`config.mk`:
```
export PLATFORM = sky130hd
export DESIGN_NAME = ctg_transition_gen
export DESIGN_NICKNAME = d
export VERILOG_FILES = /design/src/rtl/ctg_pkg.sv /design/src/rtl/ctg_period_timer.sv /design/src/rtl/ctg_done_flag.sv /design/src/rtl/ctg_transition_ctrl.sv /design/src/rtl/ctg_transition_gen.sv
export SDC_FILE = /design/constraint.sdc
export NUM_CORES = 1
export LEC_CHECK = 0
export ABC_AREA = 1
export ABC_CLOCK_PERIOD_IN_PS = 2350
export BUFFER_PORTS_ARGS = -buffer_cell sky130_fd_sc_hd__buf_4
export CAP_MARGIN = 20
export CORE_MARGIN = 5
export CORE_UTILIZATION = 47
export DETAILED_ROUTE_END_ITERATION = 10
export PLACE_DENSITY = 0.68
export SYNTH_ARGS = -nofsm -noshare
export SYNTH_HDL_FRONTEND = slang
export SYNTH_HIERARCHICAL = 1
export SYNTH_SLANG_ARGS = --single-unit
export TNS_END_PERCENT = 50
```
`constraint.sdc`:
```
create_clock -name clk_i -period 2.35 [get_ports clk_i]
set_input_delay 0.1175 -clock clk_i [delete_from_list [all_inputs] [get_ports clk_i]]
set_output_delay 0.1175 -clock clk_i [all_outputs]
set_load 0.005 [all_outputs]
```
`src/rtl/ctg_pkg.sv`:
```
package ctg_pkg;
  // What the transition controller does in a given cycle
  typedef enum logic [1:0] {
    CTG_ACT_IDLE   = 2'd0,
    CTG_ACT_LOAD   = 2'd1,
    CTG_ACT_TOGGLE = 2'd2,
    CTG_ACT_CLEAR  = 2'd3
  } ctg_act_e;
endpackage

```
`src/rtl/ctg_period_timer.sv`:
```
module ctg_period_timer #(
  parameter int PERIOD_W = 16
) (
  input  logic                clk_i,
  input  logic                rst_ni,
  input  logic                en_i,
  input  logic [PERIOD_W-1:0] period_i,
  output logic                tick_o
);
  // The effective period: a zero field is taken as a single cycle
  function automatic logic [PERIOD_W-1:0] eff_period(input logic [PERIOD_W-1:0] raw);
    return (raw == '0) ? PERIOD_W'(1) : raw;
  endfunction

  logic [PERIOD_W-1:0] elapsed_q;
  logic [PERIOD_W-1:0] last_phase;

  assign last_phase = eff_period(period_i) - PERIOD_W'(1);
  // '>=' keeps the timer bounded if the period is made shorter mid-run
  assign tick_o     = en_i && (elapsed_q >= last_phase);

  always_ff @(posedge clk_i or negedge rst_ni) begin
    if (!rst_ni) begin
      elapsed_q <= '0;
    end else if (!en_i) begin
      elapsed_q <= '0;
    end else if (tick_o) begin
      elapsed_q <= '0;
    end else begin
      elapsed_q <= elapsed_q + PERIOD_W'(1);
    end
  end

  AST_PHASE_ZERO_WHEN_OFF: assert property (@(posedge clk_i) disable iff (!rst_ni)
    !en_i |=> (elapsed_q == '0));

  AST_PHASE_BELOW_PERIOD: assert property (@(posedge clk_i) disable iff (!rst_ni)
    (en_i && $stable(period_i)) |=> (elapsed_q < eff_period(period_i)));
endmodule

```
`src/rtl/ctg_done_flag.sv`:
```
module ctg_done_flag (
  input  logic clk_i,
  input  logic rst_ni,
  input  logic en_i,
  input  logic set_i,
  input  logic ack_i,
  input  logic load_i,
  output logic done_o
);
  always_ff @(posedge clk_i or negedge rst_ni) begin
    if (!rst_ni) begin
      done_o <= 1'b0;
    end else if (!en_i) begin
      done_o <= 1'b0;
    end else if (set_i) begin
      done_o <= 1'b1;
    end else if (ack_i || load_i) begin
      done_o <= 1'b0;
    end
  end

  AST_DONE_ON_LAST: assert property (@(posedge clk_i) disable iff (!rst_ni)
    (en_i && set_i) |=> done_o);

  AST_DONE_CLEARED: assert property (@(posedge clk_i) disable iff (!rst_ni)
    (en_i && !set_i && (ack_i || load_i)) |=> !done_o);

  AST_DONE_STICKY: assert property (@(posedge clk_i) disable iff (!rst_ni)
    (en_i && done_o && !ack_i && !load_i) |=> done_o);
endmodule

```
`src/rtl/ctg_transition_ctrl.sv`:
```
module ctg_transition_ctrl
  import ctg_pkg::*;
#(
  parameter int COUNT_W = 32
) (
  input  logic               clk_i,
  input  logic               rst_ni,
  input  logic               en_i,
  input  logic               tick_i,
  input  logic               wr_i,
  input  logic [COUNT_W-1:0] count_i,
  output logic               pin_o,
  output logic               load_o,
  output logic               last_o
);
  ctg_act_e           act;
  logic [COUNT_W-1:0] remain_q;
  logic               wr_nonzero;

  assign wr_nonzero = wr_i && (count_i != '0);

  // A write takes priority over a boundary in the same cycle, so that
  // boundary is not spent on the new count
  always_comb begin
    if (!en_i)                           act = CTG_ACT_CLEAR;
    else if (wr_nonzero)                 act = CTG_ACT_LOAD;
    else if (tick_i && remain_q != '0)   act = CTG_ACT_TOGGLE;
    else                                 act = CTG_ACT_IDLE;
  end

  assign load_o = (act == CTG_ACT_LOAD);
  assign last_o = (act == CTG_ACT_TOGGLE) && (remain_q == COUNT_W'(1));

  always_ff @(posedge clk_i or negedge rst_ni) begin
    if (!rst_ni) begin
      remain_q <= '0;
      pin_o    <= 1'b0;
    end else begin
      unique case (act)
        CTG_ACT_CLEAR: begin
          remain_q <= '0;
          pin_o    <= 1'b0;
        end
        CTG_ACT_LOAD: remain_q <= count_i;
        CTG_ACT_TOGGLE: begin
          remain_q <= remain_q - COUNT_W'(1);
          pin_o    <= ~pin_o;
        end
        default: ;
      endcase
    end
  end

  AST_CHANGE_ONLY_ON_BOUNDARY: assert property (@(posedge clk_i) disable iff (!rst_ni)
    (en_i && !tick_i) |=> $stable(pin_o));

  AST_WRITE_CYCLE_NO_CHANGE: assert property (@(posedge clk_i) disable iff (!rst_ni)
    (en_i && wr_nonzero) |=> $stable(pin_o));

  AST_HOLD_WHEN_IDLE: assert property (@(posedge clk_i) disable iff (!rst_ni)
    (en_i && remain_q == '0 && !wr_nonzero) |=> ($stable(pin_o) && remain_q == '0));

  AST_CLEARED_WHEN_OFF: assert property (@(posedge clk_i) disable iff (!rst_ni)
    !en_i |=> (!pin_o && remain_q == '0));
endmodule

```
`src/rtl/ctg_transition_gen.sv`:
```
module ctg_transition_gen #(
  parameter int WORD_W   = 32,
  parameter int PERIOD_W = 16,
  parameter int COUNT_W  = 32
) (
  input  logic               clk_i,
  input  logic               rst_ni,
  input  logic               en_i,
  input  logic [WORD_W-1:0]  period_word_i,
  input  logic               count_wr_i,
  input  logic [COUNT_W-1:0] count_i,
  input  logic               ack_i,
  output logic               pin_o,
  output logic               done_o
);
  localparam int UPPER_W = WORD_W - PERIOD_W;

  logic                boundary_tick;
  logic                count_loaded;
  logic                last_change;
  logic [PERIOD_W-1:0] period_field;
  logic [UPPER_W-1:0]  unused_upper;

  assign period_field = period_word_i[PERIOD_W-1:0];
  assign unused_upper = period_word_i[WORD_W-1:PERIOD_W];

  ctg_period_timer #(.PERIOD_W(PERIOD_W)) timer_i (
    .clk_i   (clk_i),
    .rst_ni  (rst_ni),
    .en_i    (en_i),
    .period_i(period_field),
    .tick_o  (boundary_tick)
  );

  ctg_transition_ctrl #(.COUNT_W(COUNT_W)) ctrl_i (
    .clk_i  (clk_i),
    .rst_ni (rst_ni),
    .en_i   (en_i),
    .tick_i (boundary_tick),
    .wr_i   (count_wr_i),
    .count_i(count_i),
    .pin_o  (pin_o),
    .load_o (count_loaded),
    .last_o (last_change)
  );

  ctg_done_flag done_i (
    .clk_i (clk_i),
    .rst_ni(rst_ni),
    .en_i  (en_i),
    .set_i (last_change),
    .ack_i (ack_i),
    .load_i(count_loaded),
    .done_o(done_o)
  );

  AST_LOAD_AND_LAST_EXCLUSIVE: assert property (@(posedge clk_i) disable iff (!rst_ni)
    !(count_loaded && last_change));

  AST_OUTPUTS_LOW_WHEN_OFF: assert property (@(posedge clk_i) disable iff (!rst_ni)
    !en_i |=> (!pin_o && !done_o));
endmodule

```
==> results of run 1 <==
## flip-flops by register name, summed over array words and instances (netlist names)
register           cells
ctrl_i/remain_q       32
timer_i/elapsed_q     16
ctrl_i/pin_o           1
done_i/done_o          1
## kinds of logic after synthesis
logic type,share of synthesized area (%)
fa+ha+maj,5.833
xor+xnor,7.194
buf+inv,7.250
simple gates,48.28
flops,27.78
compound gates,3.667
## final cells by class
cell class	instances	area (µm²)	area share (%)
clock buffers	5	68.82	1.166
clock inverters	3	21.27	0.3604
inverters	50	195.2	3.307
multi-input cells	529	3197	54.17
flip-flops and latches	50	1251	21.20
well taps	129	161.4	2.735
repair buffers	117	1007	17.07
## critical path, delay by kind of cell
family | cells | cell delay, ns
XOR/XNOR | 1 | 0.16
buffers and inverters | 5 | 0.61
AND/OR/NAND/NOR | 12 | 1.01
adder cells (fa/ha/maj) | 2 | 0.42
AO/OA/AOI/OAI | 4 | 0.38
## timing repair
action | in CTS | in global routing
pin swaps | 25 | 13
buffers inserted | 9 | 7
gates resized for setup | 16 | 40
hold endpoints to repair | 50 | 0
hold buffers | 1 | 0
gates cloned | 1 | 1
endpoints found under the setup margin | 34 | 50
## final timing paths
path | start | end | cells past startpoint
worst max-delay path | period_word_i[5] | ctrl_i/remain_q[0] | 24
worst min-delay path | count_i[19] | ctrl_i/remain_q[19] | 3
worst max register to register | timer_i/elapsed_q[3] | ctrl_i/remain_q[0] | 15
worst min register to register | timer_i/elapsed_q[0] | timer_i/elapsed_q[0] | 1
max in group asynchronous | rst_ni | done_i/done_o | 2
min in group asynchronous | rst_ni | ctrl_i/remain_q[10] | 2
## metal layers
layer	vias up	GRT usage, %
met3	12	3.539
met4	0	4.418
met2	161	38.37
met5	-	0
met1	2170	29.63
li1	2305	-
## metrics by stage
stage / instances / utilization, % / setup slack [ns] / hold WS [ns]
after floorplan: 646 / - / -0.2994 / -0.1781
after global placement: 857 / 58.22 / -0.4993 / 0.2048
after detailed placement: 857 / 58.22 / -0.6033 / 0.2067
after CTS: 876 / 61.09 / -0.1017 / 0.01830
after global routing: 883 / 63.57 / -0.3149 / 0.02060
final: 883 / 63.57 / -0.1702 / 0.01672
## layout by cell type (no fill, tap or decap), drive strengths merged
cell type    count
a21boi           1
a21oi            8
a31o             1
buf            115
clkbuf           6
clkinv           3
clkinvlp         1
dfrtp           50
dlygate4sd3      1
ha              21
inv             49
nand2          156
nand3          113
nand4           14
nor2           149
nor3            12
nor3b            1
nor4             1
o21ai            9
o21bai           5
or2              1
xnor2           18
xor2            19
## power breakdown
group	switching (mW)	internal, mW
clock	0.311	0.210
sequential	0.0541	0.896
combinational	0.410	0.278
==> metrics.md, run 1 <==
| Metric | Value |
|---|---|
| Worst EP arrival | 2.72 ns |
| Fmax | 0.3968 GHz |
| Detailed placement HPWL | 9774 µm |
| CORE AREA | 9284 µm² |
| Via-per-instance ratio | 5.264 |
| Sink Count | 50 |
| Root buf cell | clkbuf_8 |
| Maximum VDD drop | 217.2 µV |
| EDFF count, synth | 0 |
| Metal2 WL | 6270 µm |
| Cell Pwr Density | 366.0 nW/µm² |
| GP Congestion | 0.9851 |
| Full die area | 11640 µm² |
| Crit start category | primary input |
| Total length of routed wires | 12880 µm |
| Unrepaired setup endpoints after global routing | true |
| DR DRC count | 0 |
| Share of layout cells above drive strength 1 | 32.63% |
| Least-Margin Pin Slew | 0.6724 ns |
| DR vias | 4648 |
| Top cell type's share of synthesized area | 27.78% |
| Top Metal Used | met4 |
| Ant. Diodes | 0 |
| Die W | 107.9 µm |
| Port-buffer cells | 54 |
| LEAKAGE | 2.858 nW |
| Syn_nets | 736 |
| Cell variety after synth | 34 |
| Placed cell areas | 5405 µm² |
| CTS clk-pin slew, worst paths | 0.10 ns |
| Max-Slew Margin vs Limit | 55.18% |
| Largest net degree at the start of global routing | 51 |
| Synth async-reset ratio | 100.0% |
| Post-route ant nets | 0 |
| CTS Buf Count | 5 |
| Share of the clock period used by the worst path | 107.2% |
| Max-cap violations | 0 |
| Number of global-route vias before repair | 4436 |
| Largest area contributor in the netlist | dfrtp_1 |
| DR WL met3 | 759 µm |
| Global route overflow | 0 |
| Slowest library cell on the worst path | ha_1 |
| Mean Syn Cell Area | 6.973 µm² |
| FF-to-FF setup slack | 0.23 ns |
| Hold Crit Class | primary input to flip-flop |
| Maximum clock insertion buffer count | 2 |
| DRT iter0 DRCs | 323 |
| Hold violation count in the final report | 0 |
| Initial core utilization | 48.52% |
| First-pass GRT wire length | 20940 µm |
| Depth of the CTS H-tree | 2 |
| # rows | 35 |
| Layout area overhead | 31.03% |
| Post-synthesis instance area | 4504 µm² |
| Final setup fails | 34 |
| Final Cell Area | 5902 µm² |
| Seq/Total Area, Yosys | 27.78% |
| Main synth FF type | dfrtp_1 |
| Wirelength per Cell | 14.58 µm |
| TritonCTS clock tree | yes |
| CP Capture Type | flip-flop |
| Total negative slack | -4.363 ns |
| Most common cell on crit path | nand2_2 |
| CP required | 2.55 ns |
| Total track usage | 22.31% |
| Total power | 2.160 mW |
| Synth warnings | 6 |
| Yosys reg bits | 50 |
| Synth Instances | 646 |
| Worst Setup Path Type | primary input to flip-flop |
| Synth top cells by count | 150 x nand2_1, 133 x nor2_1, 78 x nand3_1 |
| Fillers | 862 |
| Die height | 107.9 µm |
| Minimum clock period | 2.520 ns |
| Critical-path cell list | buf_4, nor2_2, nand2_2, nor2_2, nand2_2, nand2_2, inv_2, ha_4, nand2_4, nor2_1, nand2_1, xor2_1, ha_1, nand2_2, o21bai_1, a21oi_1, nor2_2, a21boi_2, o21ai_4, clkinv_4, buf_4, clkbuf_16, nand3_2, nand3_1 |
| DRT Pass-1 Iters | 5 |
| Met1 WL | 5697 µm |
| Status | complete, but fails checks |
| # IOs | 71 |
| Crit-path max FO | 8 |
| Ranking of synthesized cells by area | dfrtp_1 28%, nand2_1 13%, nor2_1 11%, nand3_1 8.7%, nand3_2 7.8% |
| Initial antenna violation count | 0 |
| Count leader, synth | nand2_1 |
| CP peak stage delay | 0.26 ns |
| Setup slack after layout | -0.1702 ns |
| Final Skew | 0.01592 ns |
| Nets | 843 |
| Max-slew violations | 0 |
| Failing checks | setup timing |
| Clk_lat worst skew | 0.31 ns |
Power figures use the tool's default switching activity.
==> run 2: changes to the inputs <==
--- a/config.mk
+++ b/config.mk
@@ -8,11 +8,10 @@
 export ABC_AREA = 1
 export ABC_CLOCK_PERIOD_IN_PS = 2350
 export BUFFER_PORTS_ARGS = -buffer_cell sky130_fd_sc_hd__buf_4
-export CAP_MARGIN = 20
 export CORE_MARGIN = 5
-export CORE_UTILIZATION = 47
+export CORE_UTILIZATION = 58
 export DETAILED_ROUTE_END_ITERATION = 10
-export PLACE_DENSITY = 0.68
+export PLACE_DENSITY = 0.81
 export SYNTH_ARGS = -nofsm -noshare
 export SYNTH_HDL_FRONTEND = slang
 export SYNTH_HIERARCHICAL = 1
==> run 2 against run 1 <==
The flow still finishes with violations (setup timing). Count of clock-buffer cells in the layout did not move. Fmax fell by 3.0%. Worst hold slack improved by 0.012 ns. Final cell count fell by 3.7%. Non-clock buffer count fell by 6. Flip-flop and latch count did not move. Total power rose by 4.7%. Sequential power barely moved. First-iteration DRC count fell by 17%. Largest cell class unchanged.
==> metrics.md, run 2 (synthesis gave the netlist of run 1 again) <==
| Metric | Value |
|---|---|
| Status | complete, but fails checks |
| Failing checks | setup timing |
| Hold Path End | ctrl_i/remain_q[19] |
| CTS clk-pin slew, worst paths | 0.10 ns |
| Total track usage | 26.49% |
| Hold Crit Depth | 3 |
| Total power | 2.262 mW |
| CORE AREA | 7647 µm² |
| Max-Slew Margin vs Limit | 55.06% |
| Fillers | 553 |
| Initial core utilization | 58.90% |
| Detailed placement HPWL | 9682 µm |
| Minimum clock period | 2.599 ns |
| CP peak stage delay | 0.27 ns |
| Worst EP arrival | 2.79 ns |
| Hold violation count in the final report | 0 |
| Hold Crit Class | primary input to flip-flop |
| Crit start category | primary input |
| Global route overflow | 0 |
| R2R Path Start | timer_i/elapsed_q[11] |
| Post-route ant nets | 0 |
| Die W | 98.13 µm |
| Final setup fails | 35 |
| Crit-path max FO | 5 |
| Total length of routed wires | 13220 µm |
| CP Capture Type | flip-flop |
| Ant. Diodes | 0 |
| Place WS | -0.6773 ns |
| GP Congestion | 0.9564 |
| CTS Buf Count | 5 |
| Max-cap violations | 0 |
| # IOs | 71 |
| Initial antenna violation count | 0 |
| FF-to-FF setup slack | 0.15 ns |
| Top Metal Used | met4 |
| Share of layout cells above drive strength 1 | 31.82% |
| Most frequent cells in the layout | 140 x nand2_1, 118 x nor2_1, 94 x buf_4, 59 x nand3_1 |
| DRT iter0 DRCs | 268 |
| Number of global-route vias before repair | 4622 |
| R2R depth | 13 |
| Cell Count Post-Placement | 829 |
| Max-slew violations | 0 |
| Port-buffer cells | 54 |
| Full die area | 9629 µm² |
| Die height | 98.13 µm |
| Final Skew | 0.01111 ns |
| Via-per-instance ratio | 5.576 |
| # rows | 32 |
| Worst Setup Path Type | primary input to flip-flop |
| Top flop regs | ctrl_i/remain_q (32), timer_i/elapsed_q (16) |
| CP required | 2.55 ns |
| Depth of the CTS H-tree | 2 |
| Setup slack after layout | -0.2488 ns |
| Most common cell on crit path | nand2_2 |
| Unrepaired setup endpoints after global routing | true |
| Clk_lat worst skew | 0.31 ns |
| R2R Path End | done_i/done_o |
| DR vias | 4740 |
| DR WL met3 | 671 µm |
| Hold_sp | count_i[19] |
| Commonest non-fill, non-tap cell in the layout | nand2_1 |
| Final Core Density | 76.78% |
| LEAKAGE | 2.831 nW |
| Layout area overhead | 30.36% |
| Top reg by flops | ctrl_i/remain_q |
| Met1 WL | 5282 µm |
| DRT Pass-1 Iters | 5 |
| Slowest library cell on the worst path | ha_4 |
| Layout Cells excl Fill | 850 |
| Cell Pwr Density | 385.3 nW/µm² |
| Maximum VDD drop | 274.7 µV |
| Number of flip-flops under the largest register name | 32 |
| Largest net degree at the start of global routing | 51 |
| Nets | 837 |
| Share of the clock period used by the worst path | 110.6% |
| DR DRC count | 0 |
| Root buf cell | clkbuf_8 |
| Maximum clock insertion buffer count | 2 |
| TritonCTS clock tree | yes |
| Least-Margin Pin Slew | 0.6741 ns |
| Metal2 WL | 6848 µm |
| Fmax | 0.3848 GHz |
| Wirelength per Cell | 15.55 µm |
| Total negative slack | -5.757 ns |
| Sink Count | 50 |
| First-pass GRT wire length | 21180 µm |
[run 2: how the worst max path moves through the flow]
| stage | from | to | slack (ns) | depth (start not counted) |
|---|---|---|---|---|
| finish | period_word_i[11] | done_i/done_o | -0.25 | 25 |
| global route | period_word_i[13] | done_i/done_o | -0.39 | 25 |
| CTS | period_word_i[13] | done_i/done_o | -0.17 | 25 |
| detailed placement | period_word_i[12] | done_i/done_o | -0.68 | 25 |
| global placement | period_word_i[15] | done_i/done_o | -0.53 | 25 |
| floorplan | period_word_i[7] | done_i/done_o | -0.30 | 24 |
[run 2: timing repair]
item	in CTS	in global routing
endpoints found under the setup margin	34	50
cloned	0	2
setup buffers	4	6
pin swaps	28	12
hold buffers	1	0
resized for setup	15	42
hold endpoints to repair	50	0
[run 2: worst max-delay path: cells and delay by family]
kind                       cells  cell delay (ns)
adders and majority gates      2             0.43
AOI/OAI and AO/OA              3             0.46
xor gates and xnor gates       1             0.12
buffers and inverters          4             0.36
and+or+nand+nor               15             1.29
[run 2: cell type report]
cell class                 count  area (µm²)  area share [%]
inverter                      50       192.7           3.281
multi-input combinational    529        3216           54.76
sequential                    50        1251           21.31
clock inverter                 3       45.04          0.7671
tap                          102       127.6           2.173
timing repair buffer         111       970.9           16.54
clock buffer                   5       68.82           1.172
[run 2: layer usage]
layer  track usage, %  vias to the layer above
li1                 -                     2290
met4            9.478                        0
met1            31.32                     2246
met3            3.786                       36
met5                0                        -
met2            48.53                      168
[run 2: metrics by stage]
| stage | hold WS [ns] | area [µm²] |
|---|---|---|
| after floorplan | -0.1781 | 4597 |
| after global placement | 0.1844 | 5364 |
| after detailed placement | 0.1973 | 5364 |
| after CTS | 0.01979 | 5580 |
| after global routing | 0.02281 | 5872 |
| final | 0.02885 | 5872 |
[run 2: power by group]
part           internal, mW  switching [mW]
sequential            0.896          0.0544
combinational         0.278           0.408
clock                 0.317           0.309
total                  1.49           0.772
